File: src/rtl/c2w_pkg.sv
package c2w_pkg;
  typedef enum logic [2:0] {
    ST_IDLE,
    ST_LOOKUP,
    ST_WBACK,
    ST_FILL,
    ST_MEMWR,
    ST_RESP,
    ST_FLUSH
  } c2w_state_e;
endpackage

File: src/rtl/c2w_way.sv
module c2w_way #(
  parameter int IDX_W  = 4,
  parameter int TAG_W  = 18,
  parameter int DATA_W = 32
) (
  input  logic              clk,
  input  logic              rst_n,
  input  logic [IDX_W-1:0]  rd_idx,
  output logic              rd_valid,
  output logic              rd_dirty,
  output logic [TAG_W-1:0]  rd_tag,
  output logic [DATA_W-1:0] rd_data,
  input  logic              wr_en,
  input  logic [IDX_W-1:0]  wr_idx,
  input  logic [TAG_W-1:0]  wr_tag,
  input  logic [DATA_W-1:0] wr_data,
  input  logic              wr_dirty,
  input  logic              clr_all
);
  localparam int SETS = 1 << IDX_W;

  logic [SETS-1:0]   valid_q, valid_d;
  logic [SETS-1:0]   dirty_q, dirty_d;
  logic [TAG_W-1:0]  tag_mem  [SETS];
  logic [DATA_W-1:0] data_mem [SETS];

  always_comb begin
    valid_d = valid_q;
    dirty_d = dirty_q;
    if (clr_all) begin
      valid_d = '0;
      dirty_d = '0;
    end else if (wr_en) begin
      valid_d[wr_idx] = 1'b1;
      dirty_d[wr_idx] = wr_dirty;
    end
  end

  always_ff @(posedge clk or negedge rst_n) begin
    if (!rst_n) begin
      valid_q <= '0;
      dirty_q <= '0;
    end else begin
      valid_q <= valid_d;
      dirty_q <= dirty_d;
    end
  end

  always_ff @(posedge clk) begin
    if (wr_en) begin
      tag_mem[wr_idx]  <= wr_tag;
      data_mem[wr_idx] <= wr_data;
    end
  end

  assign rd_valid = valid_q[rd_idx];
  assign rd_dirty = dirty_q[rd_idx];
  assign rd_tag   = tag_mem[rd_idx];
  assign rd_data  = data_mem[rd_idx];

  AST_DIRTY_NEEDS_VALID: assert property (@(posedge clk) disable iff (!rst_n)
    (dirty_q & ~valid_q) == '0);
  AST_CLEAR_EMPTIES: assert property (@(posedge clk) disable iff (!rst_n)
    clr_all |=> valid_q == '0 && dirty_q == '0);
endmodule

File: src/rtl/c2w_lru.sv
module c2w_lru #(
  parameter int IDX_W = 4
) (
  input  logic             clk,
  input  logic             rst_n,
  input  logic [IDX_W-1:0] rd_idx,
  output logic             rd_lru,
  input  logic             upd_en,
  input  logic [IDX_W-1:0] upd_idx,
  input  logic             upd_mru,
  input  logic             clr_all
);
  localparam int SETS = 1 << IDX_W;

  logic [SETS-1:0] lru_q, lru_d;

  always_comb begin
    lru_d = lru_q;
    if (clr_all) begin
      lru_d = '0;
    end else if (upd_en) begin
      lru_d[upd_idx] = ~upd_mru;
    end
  end

  always_ff @(posedge clk or negedge rst_n) begin
    if (!rst_n) begin
      lru_q <= '0;
    end else begin
      lru_q <= lru_d;
    end
  end

  assign rd_lru = lru_q[rd_idx];

  AST_LRU_AWAY_FROM_MRU: assert property (@(posedge clk) disable iff (!rst_n)
    (upd_en && !clr_all) |=> lru_q[$past(upd_idx)] != $past(upd_mru));
endmodule

File: src/rtl/cache2w_ctrl.sv
module cache2w_ctrl #(
  parameter int ADDR_W = 24,
  parameter int OFF_W  = 2,
  parameter int IDX_W  = 4
) (
  input  logic                     clk,
  input  logic                     rst_n,
  input  logic                     ctl_bypass,
  input  logic                     ctl_copyback,
  input  logic                     cmd_inval,
  input  logic                     cmd_clean_inval,
  input  logic                     cpu_rd,
  input  logic                     cpu_wr,
  input  logic [ADDR_W-1:0]        cpu_addr,
  input  logic [31:0]              cpu_wdata,
  output logic [31:0]              cpu_rdata,
  output logic                     cpu_ready,
  output logic                     mem_req,
  output logic                     mem_we,
  output logic [ADDR_W-OFF_W-1:0]  mem_addr,
  output logic [31:0]              mem_wdata,
  input  logic [31:0]              mem_rdata,
  input  logic                     mem_ack
);
  import c2w_pkg::*;

  localparam int DATA_W = 32;
  localparam int TAG_W  = ADDR_W - IDX_W - OFF_W;
  localparam int LINE_W = ADDR_W - OFF_W;
  localparam int CNT_W  = IDX_W + 1;
  localparam int WAYS   = 2;
  localparam logic [CNT_W-1:0] CNT_LAST = '1;

  // reset: asserted asynchronously, released on a clock edge
  logic [1:0] rsync_q;
  logic       rst_ni;
  always_ff @(posedge clk or negedge rst_n) begin
    if (!rst_n) rsync_q <= '0;
    else        rsync_q <= {rsync_q[0], 1'b1};
  end
  assign rst_ni = rsync_q[1];

  c2w_state_e        state_q, state_d;
  logic              is_wr_q, is_wr_d;
  logic              byp_q, byp_d;
  logic              wbm_q, wbm_d;
  logic              vict_q, vict_d;
  logic              flwb_q, flwb_d;
  logic [CNT_W-1:0]  fcnt_q, fcnt_d;
  logic [ADDR_W-1:0] addr_q;
  logic [DATA_W-1:0] wdata_q;
  logic [DATA_W-1:0] rdata_q, rdata_d;
  logic              cap_en, rdl_en;

  logic [TAG_W-1:0]  req_tag;
  logic [IDX_W-1:0]  req_set;
  logic [IDX_W-1:0]  fl_set;
  logic              fl_way;
  logic [IDX_W-1:0]  rd_idx;

  logic [WAYS-1:0]   w_valid, w_dirty, way_we, hit_v;
  logic [TAG_W-1:0]  w_tag  [WAYS];
  logic [DATA_W-1:0] w_data [WAYS];
  logic [DATA_W-1:0] wr_data;
  logic              wr_dirty;
  logic              clr_all;
  logic              lru_bit, lru_upd, lru_mru;
  logic              hit, hit_way, victim;

  assign req_tag = addr_q[ADDR_W-1 -: TAG_W];
  assign req_set = addr_q[OFF_W +: IDX_W];
  assign fl_way  = fcnt_q[0];
  assign fl_set  = fcnt_q[CNT_W-1:1];
  assign rd_idx  = (state_q == ST_FLUSH) ? fl_set : req_set;

  for (genvar gw = 0; gw < WAYS; gw++) begin : g_way
    c2w_way #(.IDX_W(IDX_W), .TAG_W(TAG_W), .DATA_W(DATA_W)) way_i (
      .clk      (clk),
      .rst_n    (rst_ni),
      .rd_idx   (rd_idx),
      .rd_valid (w_valid[gw]),
      .rd_dirty (w_dirty[gw]),
      .rd_tag   (w_tag[gw]),
      .rd_data  (w_data[gw]),
      .wr_en    (way_we[gw]),
      .wr_idx   (req_set),
      .wr_tag   (req_tag),
      .wr_data  (wr_data),
      .wr_dirty (wr_dirty),
      .clr_all  (clr_all)
    );
    assign hit_v[gw] = w_valid[gw] && (w_tag[gw] == req_tag);
  end

  c2w_lru #(.IDX_W(IDX_W)) lru_i (
    .clk     (clk),
    .rst_n   (rst_ni),
    .rd_idx  (req_set),
    .rd_lru  (lru_bit),
    .upd_en  (lru_upd),
    .upd_idx (req_set),
    .upd_mru (lru_mru),
    .clr_all (clr_all)
  );

  assign hit     = |hit_v;
  assign hit_way = hit_v[1];
  assign victim  = !w_valid[0] ? 1'b0 : (!w_valid[1] ? 1'b1 : lru_bit);

  // next-state and output decode
  always_comb begin
    state_d   = state_q;
    is_wr_d   = is_wr_q;
    byp_d     = byp_q;
    wbm_d     = wbm_q;
    vict_d    = vict_q;
    flwb_d    = flwb_q;
    fcnt_d    = fcnt_q;
    rdata_d   = rdata_q;
    cap_en    = 1'b0;
    rdl_en    = 1'b0;
    way_we    = '0;
    wr_data   = wdata_q;
    wr_dirty  = 1'b0;
    clr_all   = 1'b0;
    lru_upd   = 1'b0;
    lru_mru   = 1'b0;
    mem_req   = 1'b0;
    mem_we    = 1'b0;
    mem_addr  = addr_q[ADDR_W-1:OFF_W];
    mem_wdata = wdata_q;
    cpu_ready = 1'b0;

    unique case (state_q)
      ST_IDLE: begin
        if (cmd_clean_inval) begin
          flwb_d  = 1'b1;
          fcnt_d  = '0;
          state_d = ST_FLUSH;
        end else if (cmd_inval) begin
          clr_all = 1'b1;
          state_d = ST_RESP;
        end else if (cpu_rd || cpu_wr) begin
          cap_en  = 1'b1;
          is_wr_d = cpu_wr;
          byp_d   = ctl_bypass;
          wbm_d   = ctl_copyback;
          state_d = ST_LOOKUP;
        end
      end

      ST_LOOKUP: begin
        if (byp_q) begin
          state_d = is_wr_q ? ST_MEMWR : ST_FILL;
        end else if (hit) begin
          lru_upd = 1'b1;
          lru_mru = hit_way;
          if (is_wr_q) begin
            way_we[hit_way] = 1'b1;
            wr_dirty        = wbm_q;
            state_d         = wbm_q ? ST_RESP : ST_MEMWR;
          end else begin
            rdata_d = w_data[hit_way];
            rdl_en  = 1'b1;
            state_d = ST_RESP;
          end
        end else if (is_wr_q && !wbm_q) begin
          state_d = ST_MEMWR;
        end else begin
          vict_d = victim;
          if (w_valid[victim] && w_dirty[victim]) begin
            state_d = ST_WBACK;
          end else if (is_wr_q) begin
            way_we[victim] = 1'b1;
            wr_dirty       = 1'b1;
            lru_upd        = 1'b1;
            lru_mru        = victim;
            state_d        = ST_RESP;
          end else begin
            state_d = ST_FILL;
          end
        end
      end

      ST_WBACK: begin
        mem_req   = 1'b1;
        mem_we    = 1'b1;
        mem_addr  = {w_tag[vict_q], req_set};
        mem_wdata = w_data[vict_q];
        if (mem_ack) begin
          if (is_wr_q) begin
            way_we[vict_q] = 1'b1;
            wr_dirty       = 1'b1;
            lru_upd        = 1'b1;
            lru_mru        = vict_q;
            state_d        = ST_RESP;
          end else begin
            state_d = ST_FILL;
          end
        end
      end

      ST_FILL: begin
        mem_req = 1'b1;
        if (mem_ack) begin
          rdata_d = mem_rdata;
          rdl_en  = 1'b1;
          wr_data = mem_rdata;
          if (!byp_q) begin
            way_we[vict_q] = 1'b1;
            lru_upd        = 1'b1;
            lru_mru        = vict_q;
          end
          state_d = ST_RESP;
        end
      end

      ST_MEMWR: begin
        mem_req = 1'b1;
        mem_we  = 1'b1;
        if (mem_ack) state_d = ST_RESP;
      end

      ST_RESP: begin
        cpu_ready = 1'b1;
        state_d   = ST_IDLE;
      end

      ST_FLUSH: begin
        if (flwb_q && w_valid[fl_way] && w_dirty[fl_way]) begin
          mem_req   = 1'b1;
          mem_we    = 1'b1;
          mem_addr  = {w_tag[fl_way], fl_set};
          mem_wdata = w_data[fl_way];
        end
        if (!mem_req || mem_ack) begin
          if (fcnt_q == CNT_LAST) begin
            clr_all = 1'b1;
            state_d = ST_RESP;
          end else begin
            fcnt_d = fcnt_q + 1'b1;
          end
        end
      end

      default: state_d = ST_IDLE;
    endcase
  end

  always_ff @(posedge clk or negedge rst_ni) begin
    if (!rst_ni) begin
      state_q <= ST_IDLE;
      is_wr_q <= 1'b0;
      byp_q   <= 1'b0;
      wbm_q   <= 1'b0;
      vict_q  <= 1'b0;
      flwb_q  <= 1'b0;
      fcnt_q  <= '0;
    end else begin
      state_q <= state_d;
      is_wr_q <= is_wr_d;
      byp_q   <= byp_d;
      wbm_q   <= wbm_d;
      vict_q  <= vict_d;
      flwb_q  <= flwb_d;
      fcnt_q  <= fcnt_d;
    end
  end

  always_ff @(posedge clk) begin
    if (cap_en) begin
      addr_q  <= cpu_addr;
      wdata_q <= cpu_wdata;
    end
    if (rdl_en) begin
      rdata_q <= rdata_d;
    end
  end

  assign cpu_rdata = rdata_q;

  AST_ONE_WAY_HIT: assert property (@(posedge clk) disable iff (!rst_ni)
    (state_q == ST_LOOKUP) |-> $countones(hit_v) <= 1);
  AST_MEM_HOLD: assert property (@(posedge clk) disable iff (!rst_ni)
    (mem_req && !mem_ack) |=> mem_req && $stable(mem_we) && $stable(mem_addr)
                              && $stable(mem_wdata));
  AST_READY_NO_MEM: assert property (@(posedge clk) disable iff (!rst_ni)
    cpu_ready |-> !mem_req);
  AST_READY_PULSE: assert property (@(posedge clk) disable iff (!rst_ni)
    cpu_ready |=> !cpu_ready);
  AST_WB_HIT_QUIET: assert property (@(posedge clk) disable iff (!rst_ni)
    (state_q == ST_LOOKUP && !byp_q && hit && is_wr_q && wbm_q) |=> !mem_req);
  AST_BYPASS_NO_WRITE: assert property (@(posedge clk) disable iff (!rst_ni)
    (byp_q && state_q != ST_IDLE) |-> way_we == '0);
  AST_INVAL_QUIET: assert property (@(posedge clk) disable iff (!rst_ni)
    (state_q == ST_IDLE && cmd_inval && !cmd_clean_inval) |=> !mem_req);
endmodule

File: config.mk
export PLATFORM = sky130hd
export DESIGN_NAME = cache2w_ctrl
export DESIGN_NICKNAME = d
export VERILOG_FILES = /design/src/rtl/c2w_pkg.sv /design/src/rtl/c2w_way.sv /design/src/rtl/c2w_lru.sv /design/src/rtl/cache2w_ctrl.sv
export SDC_FILE = /design/constraint.sdc
export NUM_CORES = 2
export LEC_CHECK = 0
export BUFFER_PORTS_ARGS = -buffer_cell sky130_fd_sc_hd__clkbuf_2
export CORE_ASPECT_RATIO = 1.75
export CORE_UTILIZATION = 40
export DETAILED_ROUTE_END_ITERATION = 16
export REMOVE_ABC_BUFFERS = 1
export SLEW_MARGIN = 20
export SYNTH_ARGS = -nofsm -noshare
export SYNTH_HDL_FRONTEND = slang
export SYNTH_SLANG_ARGS = --single-unit
File: constraint.sdc
create_clock -name clk -period 5.5 [get_ports clk]
set_input_delay 0.825 -clock clk [delete_from_list [all_inputs] [get_ports clk]]
set_output_delay 0.825 -clock clk [all_outputs]
set_load 0.01 [all_outputs]
==> impl_metrics.tcl <==
set metrics [dict create \
    wire_per_inst_microns 29.5 \
    synth_area_leaders "edfxtp_1, nand2_1, mux2i_1" \
    ys_seq_area_share_pct 68.1 \
    ys_async_sr_fraction_pct 5.33 \
    grt_antenna_before_repair 5 \
    leakagePower_uw 0.0332 \
    crit_buf_inv 9 \
    setup_viol 18 \
    period_share_pct 102 \
    cts_buffers 170 \
    layout-drive-gt1-share_pct 19.1 \
    seq_power_share_pct 37.9 \
    grt_max_degree 132 \
    syn2layout_area_growth_pct 19.0 \
    clock-sinks 1781 \
    vias 55300 \
    place_hpwl_microns 166000 \
    grt-ovfl-total 0 \
    grt_setup_unrepaired "yes" \
    drtIter0Drc 6004 \
    start_kind "register" \
    synthSimpleGateAreaFrac_pct 14.3 \
    dieWidth_microns 335 \
    slowest_stage "a222oi_1" \
    hold_ws_ns 0.156 \
    ys.flop_type "edfxtp_1" \
    grt_pass1_wl_microns 383000 \
    yosys.area.top_type "edfxtp_1" \
    switching_share_pct 34.6 \
    hold_path.class "in -> reg" \
    cts_tree "yes" \
    fin_area_sq_um 92600 \
    wl_microns 274000 \
    die_h_microns 586 \
    layout_commonest_cell "edfxtp_1" \
    synth_top_family_by_area "simple AND/OR/NAND/NOR gates" \
    place_area_sq_um 85500 \
    pwr-share-comb_pct 33.7 \
    cts_max_level 4 \
    dp_slack_ns -0.102 \
    p_sw_uw 14200 \
    cp_cell_sequence "nand4b_1, buf_6, o21ai_4, buf_12, buf_16, buf_12, mux2i_4, a211oi_2, a311oi_2, a2111oi_4, o21ai_4, buf_12, nor2_4, buf_6, a22o_1, a222oi_1, buf_4, inv_2, buf_6" \
    crit_type "reg -> out" \
    final_net_count 6675 \
    worst_pin_slew_ns 1.08 \
    synth.mux.area_fraction_pct 7.58 \
    insertion_delay_ns 0.85 \
    drc 0 \
    fmax_mhz 178 \
    cts_max_path_buffers 4 \
    cp-end-kind "output pin" \
    floorplan.initialDensity_pct 40.3 \
    layout_common_cells "edfxtp_1, nand2_1, nand3_1, mux2i_1, buf_4" \
    postRouteAntennaNets 0 \
    maxCapViolations 0 \
    syn_area_per_cell_sq_um 12.8 \
    synth_top_cell_area_share_pct 65.1 \
    worstPathArrival_ns 4.78 \
    numPortBuffers 183 \
    worst_slack_ns -0.109 \
    slew_viol_final 0 \
    critPathRequiredTime_ns 4.68 \
    powerDensity_nw_per_um2 443 \
    syn_area_sq_um 77800 \
    vdd_drop_max_mv 0.299 \
    clk_pin_slew_worst_paths_ns 0.07 \
    synth_compound_area_share_pct 7.12 \
    drt_first_pass_iters 8 \
    skew_ns 0.0604 \
    synthXorXnorAreaFrac_pct 0.236 \
    synthAdderAreaFrac_pct 0.0322 \
    synth-seq-cells 1781 \
    p_int_uw 26800 \
    routed_via_density 5.96 \
    yosys_warnings 0 \
    p_total_uw 41000 \
    grtUsageTotal_pct 27.3 \
    netlist_instances 6100 \
    num_rows 213 \
    nFillCells 16800 \
    ios 186 \
    violations "negative setup slack" \
    worst-path-max-fanout 6 \
    die-area_sq_um 196000 \
    path_delay_family "compound AO/OA/AOI/OAI gates" \
    synth_edf_count 1686 \
    hold_viol 0 \
    p_clk_share_pct 28.3 \
    synth.distinct_cells 98 \
    finalCriticalPeriod_ns 5.61 \
    gp_congestion 0.957 \
    outcome "complete, but fails checks" \
    core_area_sq_um 193000 \
    critPathMaxStageDelay_ns 0.50 \
    root_buffer "clkbuf_16" \
    timing.slew.headroom_pct 27.8 \
    grt_pass1_vias 53500 \
]
## sequential cells by signal (all words and copies together), names as in the netlist, 16 cells and up
signal and cells:
addr_q 22, cpu_rdata 32, g_way.way_i.data_mem 1024, g_way.way_i.dirty_q 32, g_way.way_i.tag_mem 576, g_way.way_i.valid_q 32
lru_i.lru_q 16, wdata_q 32
## stage by stage
stage	utilization [%]	instances	setup TNS (ns)
5_1_grt	48.0	9278	-0.960
3_5_place_dp	44.3	8909	-2.31
3_3_place_gp	44.3	8908	-17.73
2_1_floorplan	-	5658	-
6_report	48.0	9279	-0.293
4_1_cts	47.8	9269	-0.589
## repair_timing
| item | in CTS | in global routing |
|---|---|---|
| setup buffers | 63 | 10 |
| setup endpoints to repair | 894 | 431 |
| gates cloned | 8 | 1 |
| pin swaps | 22 | 18 |
| hold buffers | 1 | 0 |
| gates resized for setup | 121 | 89 |
| endpoints found under the hold margin | 2 | 0 |
## path summary, 6_finish.rpt
kind	start	end	slack (ns)	depth (start not counted)
worst min register to register	rsync_q[1]$_DFF_PN0_	lru_i.lru_q[12]$_DFFE_PN0P_	0.28	0
min in group asynchronous	rsync_q[1]$_DFF_PN0_	lru_i.lru_q[12]$_DFFE_PN0P_	0.28	0
max in group asynchronous	rsync_q[1]$_DFF_PN0_	g_way[1].way_i.dirty_q[6]$_DFFE_PN0P_	4.00	1
worst max-delay path	state_q[0]$_DFFE_PN0P_	mem_addr[18]	-0.11	19
worst max register to register	state_q[0]$_DFFE_PN0P_	g_way[1].way_i.tag_mem[8][15]$_DFFE_PP_	-0.01	23
worst min-delay path	cpu_wdata[10]	wdata_q[10]$_DFFE_PP_	0.16	1
## cell usage after synthesis, drive strengths merged (41+ instances only)
master	count
nand3	689
a311oi	69
clkbuf	274
and3	78
a31oi	114
nand2	1364
buf	168
o221ai	50
a21oi	149
nor3	47
inv	41
mux2i	404
o21ai	70
a211oi	54
mux2	90
dfrtp	95
edfxtp	1686
nor2	174
## area by class of cell
cell class / count / area, sq um / share of cell area [%]
Antenna cell: 2 / 5.00 / 0.00541
Clock buffer: 200 / 4440 / 4.80
Clock inverter: 93 / 877 / 0.947
Inverter: 42 / 163 / 0.176
Multi-Input combinational cell: 3835 / 23600 / 25.5
Sequential cell: 1781 / 53000 / 57.3
Tap cell: 2580 / 3230 / 3.49
Timing Repair Buffer: 746 / 7250 / 7.83
## power groups by stage
stage                     clock network (uW)  registers (uW)  logic, uW
final                                  11600           15600      13800
after floorplan                            0           16000       8570
after global placement                     0           15800      12400
after detailed placement                   0           15900      12500
after CTS                              11800           15600      13400
after global routing                   12200           15600      14500
## worst reg2reg max path: stages, from the launching register on
cell       delay [ns]
dfrtp_2          0.45
nand4b_1         0.30
buf_6            0.21
o21ai_4          0.08
buf_12           0.15
buf_4            0.14
buf_6            0.21
buf_4            0.20
mux2i_1          0.26
o22ai_1          0.10
nor3_1           0.51
buf_4            0.23
o21ai_0          0.08
o2111ai_1        0.11
buf_4            0.21
nor4_4           0.07
buf_4            0.16
buf_4            0.14
o41ai_1          0.30
o21bai_4         0.18
buf_4            0.15
nor3b_4          0.44
buf_8            0.23
buf_12           0.25
## logic make-up (layout without fill, tap and decap cells)
group,count (synthesis),after routing
AOI/OAI and AO/OA,777,777
xor gates and xnor gates,21,21
adders and majority gates,2,2
buffers and inverters,484,1081
DFF,1781,1781
muxes,531,531
other,1,3
and+or+nand+nor,2503,2503
## per-layer routing
| layer | vias to the layer above | global-route usage (%) | share of wire (%) |
|---|---|---|---|
| met1 | 27900 | 31.9 | 36 |
| li1 | 23800 | - | - |
| met4 | 0 | 17.6 | 7.4 |
| met5 | - | 0 | 0 |
| met3 | 796 | 3.99 | 7.6 |
| met2 | 2797 | 46.8 | 49 |
Note: power is estimated with default switching activity, not from simulation.
